==> src/rtl/rxq_pkg.sv <==
// Package: shared constants, types and helpers for the receive queue.
// Assumes a 32-bit cause register with five implemented bits.
package rxq_pkg;

    localparam int CAUSE_W  = 32;
    localparam int C_TRIG   = 0;
    localparam int C_NEMPTY = 2;
    localparam int C_FULL   = 3;
    localparam int C_OVF    = 5;
    localparam int C_UNF    = 6;

    // Implemented cause bits; all others read zero.
    localparam logic [CAUSE_W-1:0] CAUSE_IMPL = 32'h0000_006D;

    typedef enum logic [1:0] {
        EW_NARROW = 2'd0,
        EW_MEDIUM = 2'd1,
        EW_WIDE   = 2'd2,
        EW_RSVD   = 2'd3
    } entry_width_e;

    typedef struct packed {
        logic trig;
        logic nempty;
        logic full;
        logic ovf;
        logic unf;
    } cause_evt_t;

    // Clamp a width code to the widest layout the lane count allows.
    function automatic logic [1:0] eff_code(input logic [1:0] code, input logic [1:0] cmax);
        return (code > cmax) ? cmax : code;
    endfunction

    // Place the event flags at their register positions.
    function automatic logic [CAUSE_W-1:0] pack_causes(input cause_evt_t e);
        logic [CAUSE_W-1:0] v;
        v           = '0;
        v[C_TRIG]   = e.trig;
        v[C_NEMPTY] = e.nempty;
        v[C_FULL]   = e.full;
        v[C_OVF]    = e.ovf;
        v[C_UNF]    = e.unf;
        return v;
    endfunction

endpackage

==> src/rtl/rxq_ctrl.sv <==
// Module: rxq_ctrl
// Keeps the pointers and the entry count of the receive queue, and holds
// the width code in force. Capacity is the base count shifted right by
// that code. A change of code or a low enable empties the queue and
// discards the push and pop of that cycle.
// Assumes: BASE_ENTRIES is a power of two and at least 1 << CODE_MAX.
module rxq_ctrl #(
    parameter int BASE_ENTRIES = 16,
    parameter int CODE_MAX     = 2,
    localparam int PTR_W       = $clog2(BASE_ENTRIES),
    localparam int CNT_W       = $clog2(BASE_ENTRIES) + 1
) (
    input  logic             clk,
    input  logic             rst_n,
    input  logic             enable,
    input  logic [1:0]       code_in,
    input  logic             push_req,
    input  logic             pop_req,
    output logic [1:0]       code_act,
    output logic [PTR_W-1:0] wr_ptr,
    output logic [PTR_W-1:0] rd_ptr,
    output logic [CNT_W-1:0] count,
    output logic             push_ok,
    output logic             pop_ok,
    output logic             full,
    output logic             empty,
    output logic             flush
);
    import rxq_pkg::*;

    logic [1:0]       code_eff;
    logic [CNT_W-1:0] cap;
    logic [PTR_W-1:0] last_idx;
    logic [PTR_W-1:0] wr_nxt;
    logic [PTR_W-1:0] rd_nxt;

    // Derive capacity, flags and the accepted operations of this cycle.
    always_comb begin
        code_eff = eff_code(code_in, 2'(CODE_MAX));
        flush    = !enable || (code_eff != code_act);
        cap      = CNT_W'(BASE_ENTRIES) >> code_act;
        last_idx = PTR_W'(cap - CNT_W'(1));
        full     = (count == cap);
        empty    = (count == '0);
        push_ok  = push_req && !flush && !full;
        pop_ok   = pop_req && !flush && !empty;
        wr_nxt   = (wr_ptr == last_idx) ? '0 : wr_ptr + PTR_W'(1);
        rd_nxt   = (rd_ptr == last_idx) ? '0 : rd_ptr + PTR_W'(1);
    end

    // Advance the pointers and the count, or empty the queue on a flush.
    always_ff @(posedge clk) begin
        if (!rst_n) begin
            code_act <= EW_NARROW;
            wr_ptr   <= '0;
            rd_ptr   <= '0;
            count    <= '0;
        end else begin
            code_act <= code_eff;
            if (flush) begin
                wr_ptr <= '0;
                rd_ptr <= '0;
                count  <= '0;
            end else begin
                if (push_ok) wr_ptr <= wr_nxt;
                if (pop_ok)  rd_ptr <= rd_nxt;
                case ({push_ok, pop_ok})
                    2'b10:   count <= count + CNT_W'(1);
                    2'b01:   count <= count - CNT_W'(1);
                    default: count <= count;
                endcase
            end
        end
    end

endmodule

==> src/rtl/rxq_lane_store.sv <==
// Module: rxq_lane_store
// The storage pool: BASE_ENTRIES byte-wide lanes. An entry at index p in
// layout c takes lanes (p << c) to (p << c) + (1 << c) - 1. Lanes that an
// entry does not use read back as zero.
// Assumes the pointers stay below the capacity of the layout in force.
// The storage has no reset; nothing reads it before it is written.
module rxq_lane_store #(
    parameter int BASE_ENTRIES = 16,
    parameter int LANE_W       = 8,
    parameter int MAX_LANES    = 4,
    localparam int PTR_W       = $clog2(BASE_ENTRIES),
    localparam int DATA_W      = LANE_W * MAX_LANES
) (
    input  logic              clk,
    input  logic [1:0]        code,
    input  logic              we,
    input  logic [PTR_W-1:0]  wr_ptr,
    input  logic [DATA_W-1:0] wdata,
    input  logic [PTR_W-1:0]  rd_ptr,
    output logic [DATA_W-1:0] rdata
);
    logic [LANE_W-1:0] mem [BASE_ENTRIES];
    logic [MAX_LANES-1:0] lane_on;
    logic [PTR_W-1:0]     wr_addr [MAX_LANES];
    logic [PTR_W-1:0]     rd_addr [MAX_LANES];

    for (genvar l = 0; l < MAX_LANES; l++) begin : g_lane
        // Per-lane enable and the lane addresses of the write and read entries.
        always_comb begin
            lane_on[l] = (32'(l) < (32'd1 << code));
            wr_addr[l] = (wr_ptr << code) + PTR_W'(l);
            rd_addr[l] = (rd_ptr << code) + PTR_W'(l);
            rdata[l*LANE_W +: LANE_W] = lane_on[l] ? mem[rd_addr[l]] : '0;
        end
    end

    // Write the used lanes of an accepted frame.
    always_ff @(posedge clk) begin
        for (int l = 0; l < MAX_LANES; l++) begin
            if (we && lane_on[l]) mem[wr_addr[l]] <= wdata[l*LANE_W +: LANE_W];
        end
    end

endmodule

==> src/rtl/rxq_cause_reg.sv <==
// Module: rxq_cause_reg
// Holds the sticky cause bits and the interrupt mask, and forms the
// interrupt line. A hardware set beats a write-one clear in the same
// cycle. A wipe zeroes every cause bit. Unimplemented bits are held at zero.
module rxq_cause_reg #(
    parameter int CW = 32
) (
    input  logic          clk,
    input  logic          rst_n,
    input  logic          wipe,
    input  logic [CW-1:0] set_vec,
    input  logic          clr_we,
    input  logic [CW-1:0] clr_vec,
    input  logic          mask_we,
    input  logic [CW-1:0] mask_vec,
    output logic [CW-1:0] cause_q,
    output logic [CW-1:0] mask_q,
    output logic          irq
);
    import rxq_pkg::*;

    logic [CW-1:0] clr_eff;

    // Gate the clear vector with its write strobe.
    always_comb clr_eff = clr_we ? clr_vec : '0;

    // Sticky update: clear first, then OR in the new events; wipe wins.
    always_ff @(posedge clk) begin
        if (!rst_n)    cause_q <= '0;
        else if (wipe) cause_q <= '0;
        else           cause_q <= ((cause_q & ~clr_eff) | set_vec) & CW'(CAUSE_IMPL);
    end

    // Load the mask on its strobe.
    always_ff @(posedge clk) begin
        if (!rst_n)       mask_q <= '0;
        else if (mask_we) mask_q <= mask_vec & CW'(CAUSE_IMPL);
    end

    // Level interrupt from the masked causes.
    always_comb irq = |(cause_q & mask_q);

endmodule

==> src/rtl/rxq_fifo_irq.sv <==
// Module: rxq_fifo_irq (top)
// Receive queue with width-selectable entries and sticky interrupt
// causes. Ties together the queue control, the lane storage and the
// cause register. Assumes a single clock and a synchronous active-low reset.
module rxq_fifo_irq #(
    parameter int BASE_ENTRIES = 16,
    parameter int LANE_W       = 8,
    parameter int MAX_LANES    = 4,
    localparam int DATA_W      = LANE_W * MAX_LANES,
    localparam int CNT_W       = $clog2(BASE_ENTRIES) + 1,
    localparam int PTR_W       = $clog2(BASE_ENTRIES),
    localparam int CODE_MAX    = $clog2(MAX_LANES)
) (
    input  logic              clk,
    input  logic              rst_n,
    input  logic              enable_i,
    input  logic              lp_exit_clr_i,
    input  logic [1:0]        width_code_i,
    input  logic [CNT_W-1:0]  trig_level_i,
    input  logic              push_valid_i,
    input  logic [DATA_W-1:0] push_data_i,
    input  logic              pop_req_i,
    output logic [DATA_W-1:0] pop_data_o,
    output logic              pop_valid_o,
    input  logic              cause_clr_we_i,
    input  logic [31:0]       cause_clr_i,
    input  logic              mask_we_i,
    input  logic [31:0]       mask_wdata_i,
    output logic [31:0]       cause_o,
    output logic              irq_o
);
    import rxq_pkg::*;

    logic [1:0]        code_act;
    logic [PTR_W-1:0]  wr_ptr;
    logic [PTR_W-1:0]  rd_ptr;
    logic [CNT_W-1:0]  count_w;
    logic              push_ok;
    logic              pop_ok;
    logic              full_w;
    logic              empty_w;
    logic              flush_w;
    logic [DATA_W-1:0] head_data;
    cause_evt_t        evt;
    logic [31:0]       set_vec;
    logic [31:0]       mask_q;

    rxq_ctrl #(
        .BASE_ENTRIES(BASE_ENTRIES),
        .CODE_MAX    (CODE_MAX)
    ) u_ctrl (
        .clk     (clk),
        .rst_n   (rst_n),
        .enable  (enable_i),
        .code_in (width_code_i),
        .push_req(push_valid_i),
        .pop_req (pop_req_i),
        .code_act(code_act),
        .wr_ptr  (wr_ptr),
        .rd_ptr  (rd_ptr),
        .count   (count_w),
        .push_ok (push_ok),
        .pop_ok  (pop_ok),
        .full    (full_w),
        .empty   (empty_w),
        .flush   (flush_w)
    );

    rxq_lane_store #(
        .BASE_ENTRIES(BASE_ENTRIES),
        .LANE_W      (LANE_W),
        .MAX_LANES   (MAX_LANES)
    ) u_store (
        .clk   (clk),
        .code  (code_act),
        .we    (push_ok),
        .wr_ptr(wr_ptr),
        .wdata (push_data_i),
        .rd_ptr(rd_ptr),
        .rdata (head_data)
    );

    // Read port: head entry only when the pop is accepted.
    always_comb begin
        pop_valid_o = pop_ok;
        pop_data_o  = pop_ok ? head_data : '0;
    end

    // Cause conditions from the state held at the start of the cycle.
    always_comb begin
        evt.trig   = count_w > trig_level_i;
        evt.nempty = !empty_w;
        evt.full   = full_w;
        evt.ovf    = push_valid_i && !flush_w && full_w;
        evt.unf    = pop_req_i && !flush_w && empty_w;
        set_vec    = pack_causes(evt);
    end

    rxq_cause_reg #(
        .CW(32)
    ) u_cause (
        .clk     (clk),
        .rst_n   (rst_n),
        .wipe    (!enable_i || lp_exit_clr_i),
        .set_vec (set_vec),
        .clr_we  (cause_clr_we_i),
        .clr_vec (cause_clr_i),
        .mask_we (mask_we_i),
        .mask_vec(mask_wdata_i),
        .cause_q (cause_o),
        .mask_q  (mask_q),
        .irq     (irq_o)
    );

endmodule

==> config.mk <==
export PLATFORM = sky130hd
export DESIGN_NAME = rxq_fifo_irq
export DESIGN_NICKNAME = d
export VERILOG_FILES = /design/src/rtl/rxq_pkg.sv /design/src/rtl/rxq_ctrl.sv /design/src/rtl/rxq_lane_store.sv /design/src/rtl/rxq_cause_reg.sv /design/src/rtl/rxq_fifo_irq.sv
export SDC_FILE = /design/constraint.sdc
export NUM_CORES = 1
export LEC_CHECK = 0
export CAP_MARGIN = 20
export CORE_MARGIN = 4
export CORE_UTILIZATION = 40
export DETAILED_ROUTE_END_ITERATION = 6
export PLACE_DENSITY = 0.66
export SYNTH_ARGS = -nofsm -noshare
export SYNTH_HDL_FRONTEND = slang
export SYNTH_HIERARCHICAL = 1
export SYNTH_SLANG_ARGS = --single-unit
==> constraint.sdc <==
create_clock -name clk -period 6.5 [get_ports clk]
set_input_delay 1.95 -clock clk [delete_from_list [all_inputs] [get_ports clk]]
set_output_delay 1.95 -clock clk [all_outputs]
set_load 0.1 [all_outputs]
==> results by group <==
Pwr
  • Total power per unit cell area: around 160 nW/um^2
  • Cell leakage power: 4.78 nW
  • Maximum vdd drop: 0.195 mV

Global routing
  • Initial antenna violation count: 0
  • Total grt overflow: 0
  • Global-route total usage across every layer: 0.253
  • Pin count of the biggest net entering global routing: 48
  • Number of global-route vias before repair: 10086
  • First-pass GRT wire length: 64800 um

Synthesis
  • Average cell area after synthesis: 10.3 um^2
  • Number of synthesis warnings: 6
  • Number of instances in the synthesized netlist: 1209
  • Netlist area before placement: 12400 um^2

Detailed routing
  • Via count of the routed design: approximately 11000
  • Top routing layer in use: met4
  • Met3 wire length: approximately 5500 um
  • Number of DRC markers in iteration 0: 1515
  • Met1 layer wirelength in the final routing: 17900 um
  • Number of antenna-violating nets in the routed design: 0
  • Routed wl met2: 18700 um
  • Detail-routed via count per cell: roughly 6.6
  • Average routed wire per standard cell: 26.8 um
  • Detailed-route wire length: 43900 um
  • Length of the first detailed-routing pass in iterations: 6
  • Residual DRC: 0

Timing
  • Final Hold Viols: 0
  • Slew HR: 0.261
  • Summed negative setup slack over all endpoints: 0 ns
  • Time the final worst path needs with I/O delays and setup: 6.27 ns
  • Final-report setup violation count: 0
  • Setup repair after global routing missed its margin: false
  • Slew at the pin closest to its max-slew limit: 1.10 ns
  • Portion of the clock cycle consumed by the worst path in the final layout: 0.964
  • FMAX: between 150 and 200 MHz
  • Post-route clock skew: 0.0113 ns
  • Number of pins exceeding their max-slew limit in the final report: 0

Floorplan
  • Chip Width: approximately 180 um
  • Area inside the core boundary: 30600 um^2
  • Boundary pin count: 177
  • Vertical die dimension: 184 um
  • Standard-cell rows: 64
  • Die area: 33900 um^2
  • Starting density of the core: 0.406

Placed design
  • Number of port buffers: 95
  • HPWL after detailed placement: 32000 um
  • Final Wtd Congestion: 0.986
  • Cell Count Post-Placement: 1607

Clocking
  • Hold-fix buffer count after cts: 0
  • Clk root buf: sky130_fd_sc_hd__clkbuf_16
  • Clk slew on worst S/H paths: approximately 0.070 ns
  • Source-to-sink clock delay at the later pin of the worst-skew pair: 0.43 ns
  • Number of buffers created by CTS: 17
  • Buffers inserted by post-CTS timing repair: 0
  • Sink count of the clock tree: 153
  • CTS resizes: 0
  • Deepest level of the CTS H-tree: 4
  • Clock Tree Buf Depth: 2
  • CTS tree: yes

Worst setup path
  • Critical path fanouts, max: 34
  • Type of element launching the critical path: flop
  • WS Path Type: reg -> out
  • Endpoint class of the critical path: primary output
  • Data arrival, critical path: 4.32 ns
  • Data required time of the critical path: 4.55 ns

Final layout
  • Share of final-layout standard cells stronger than drive strength 1: 0.244
  • Number of fillers in the final layout: roughly 2800
  • Count of antenna diodes in the layout: 0
  • Synthesis-to-layout area growth: 16.4%
  • Final net count: between 1000 and 1500
  • Filler-free cell count of the finished design: 1640

Hold path
  • Type of the worst min-delay path: reg -> reg

Run status
  • Outcome: completed

Flow run
  • Number of max-capacitance violations reported: 0
==> cells in the final DEF, fill, tap and decap left out, types with 19 or more instances in the layout <==
cell type                         count
sky130_fd_sc_hd__conb_1              27
sky130_fd_sc_hd__nand2_1             68
sky130_fd_sc_hd__nor3_1              33
sky130_fd_sc_hd__a211o_1             19
sky130_fd_sc_hd__mux4_2              28
sky130_fd_sc_hd__a21oi_1             28
sky130_fd_sc_hd__o211ai_1            31
sky130_fd_sc_hd__nor2_1              48
sky130_fd_sc_hd__mux2_2             124
sky130_fd_sc_hd__buf_4               40
sky130_fd_sc_hd__o21ai_0             41
sky130_fd_sc_hd__a211oi_1            23
sky130_fd_sc_hd__dfxtp_1             23
sky130_fd_sc_hd__buf_12              33
sky130_fd_sc_hd__edfxtp_1           128
sky130_fd_sc_hd__mux2i_1             83
sky130_fd_sc_hd__and2_1              35
sky130_fd_sc_hd__clkbuf_16           20
sky130_fd_sc_hd__inv_1               42
sky130_fd_sc_hd__clkdlybuf4s50_1     62
==> where the power goes <==
| group | total (W) | switching, W | internal (W) |
|---|---|---|---|
| Clock | 0.00104 | 0.000418 | 0.000624 |
| Combinational | 0.000253 | 0.000170 | 0.0000836 |
| Sequential | 0.00108 | 0.00000814 | 0.00107 |
==> worst max-delay path: stages (launching register included) <==
cell and delay (ns):
sky130_fd_sc_hd__dfxtp_2 0.63, sky130_fd_sc_hd__nand2b_1 0.21, sky130_fd_sc_hd__a21o_1 0.16, sky130_fd_sc_hd__buf_4 0.40, sky130_fd_sc_hd__inv_1 0.16, sky130_fd_sc_hd__ha_1 0.26
sky130_fd_sc_hd__nand2b_1 0.17, sky130_fd_sc_hd__o221ai_2 0.19, sky130_fd_sc_hd__or2_2 0.57, sky130_fd_sc_hd__mux2_2 0.41, sky130_fd_sc_hd__a211o_1 0.31, sky130_fd_sc_hd__and2_1 0.19
sky130_fd_sc_hd__buf_12 0.17
==> worst paths after layout <==
path,start,end,slack (ns),depth (start not counted)
worst max register to register,u_ctrl/code_act[0],u_store/mem[3][6],2.39,10
worst min-delay path,u_ctrl/wr_ptr[3],u_ctrl/wr_ptr[3],0.51,2
worst max-delay path,u_ctrl/code_act[0],pop_data_o[14],0.23,12
worst min register to register,u_ctrl/wr_ptr[3],u_ctrl/wr_ptr[3],0.51,2
==> per-layer routing <==
| layer | GRT usage | up-vias |
|---|---|---|
| li1 | - | 4671 |
| met1 | 0.358 | 5326 |
| met2 | 0.369 | 749 |
| met3 | 0.0707 | 98 |
| met4 | 0.0955 | 0 |
| met5 | 0 | - |
==> stage by stage <==
step            util  area (um^2)  setup slack [ns]  power [W]  hold WS, ns
5_1_grt        0.473        14500            0.0613    0.00243        0.545
6_report       0.473        14500             0.231    0.00237        0.513
3_5_place_dp   0.452        13800             0.738    0.00135        0.496
2_1_floorplan      -        12500             0.318    0.00127        0.464
4_1_cts        0.473        14500             0.315    0.00237        0.509
3_3_place_gp   0.452        13800             0.740    0.00134        0.481
==> final cells by class <==
class / instances / area [um^2] / area share
Timing Repair Buffer: 136 / 1590 / 0.110
Clock buffer: 23 / 532 / 0.0368
Sequential cell: 153 / 4350 / 0.300
Clock inverter: 9 / 96.3 / 0.00666
Multi-Input combinational cell: 879 / 7240 / 0.501
Tap cell: 396 / 495 / 0.0343
Inverter: 44 / 165 / 0.0114
==> registers in the layout, summed over array words and instances (netlist names) <==
register,flops
u_cause/cause_q,5
u_cause/mask_q,5
u_ctrl/code_act,2
u_ctrl/count,5
u_ctrl/rd_ptr,4
u_store/mem,128
u_ctrl/wr_ptr,4
No activity file was read; power rests on OpenSTA's default activity.
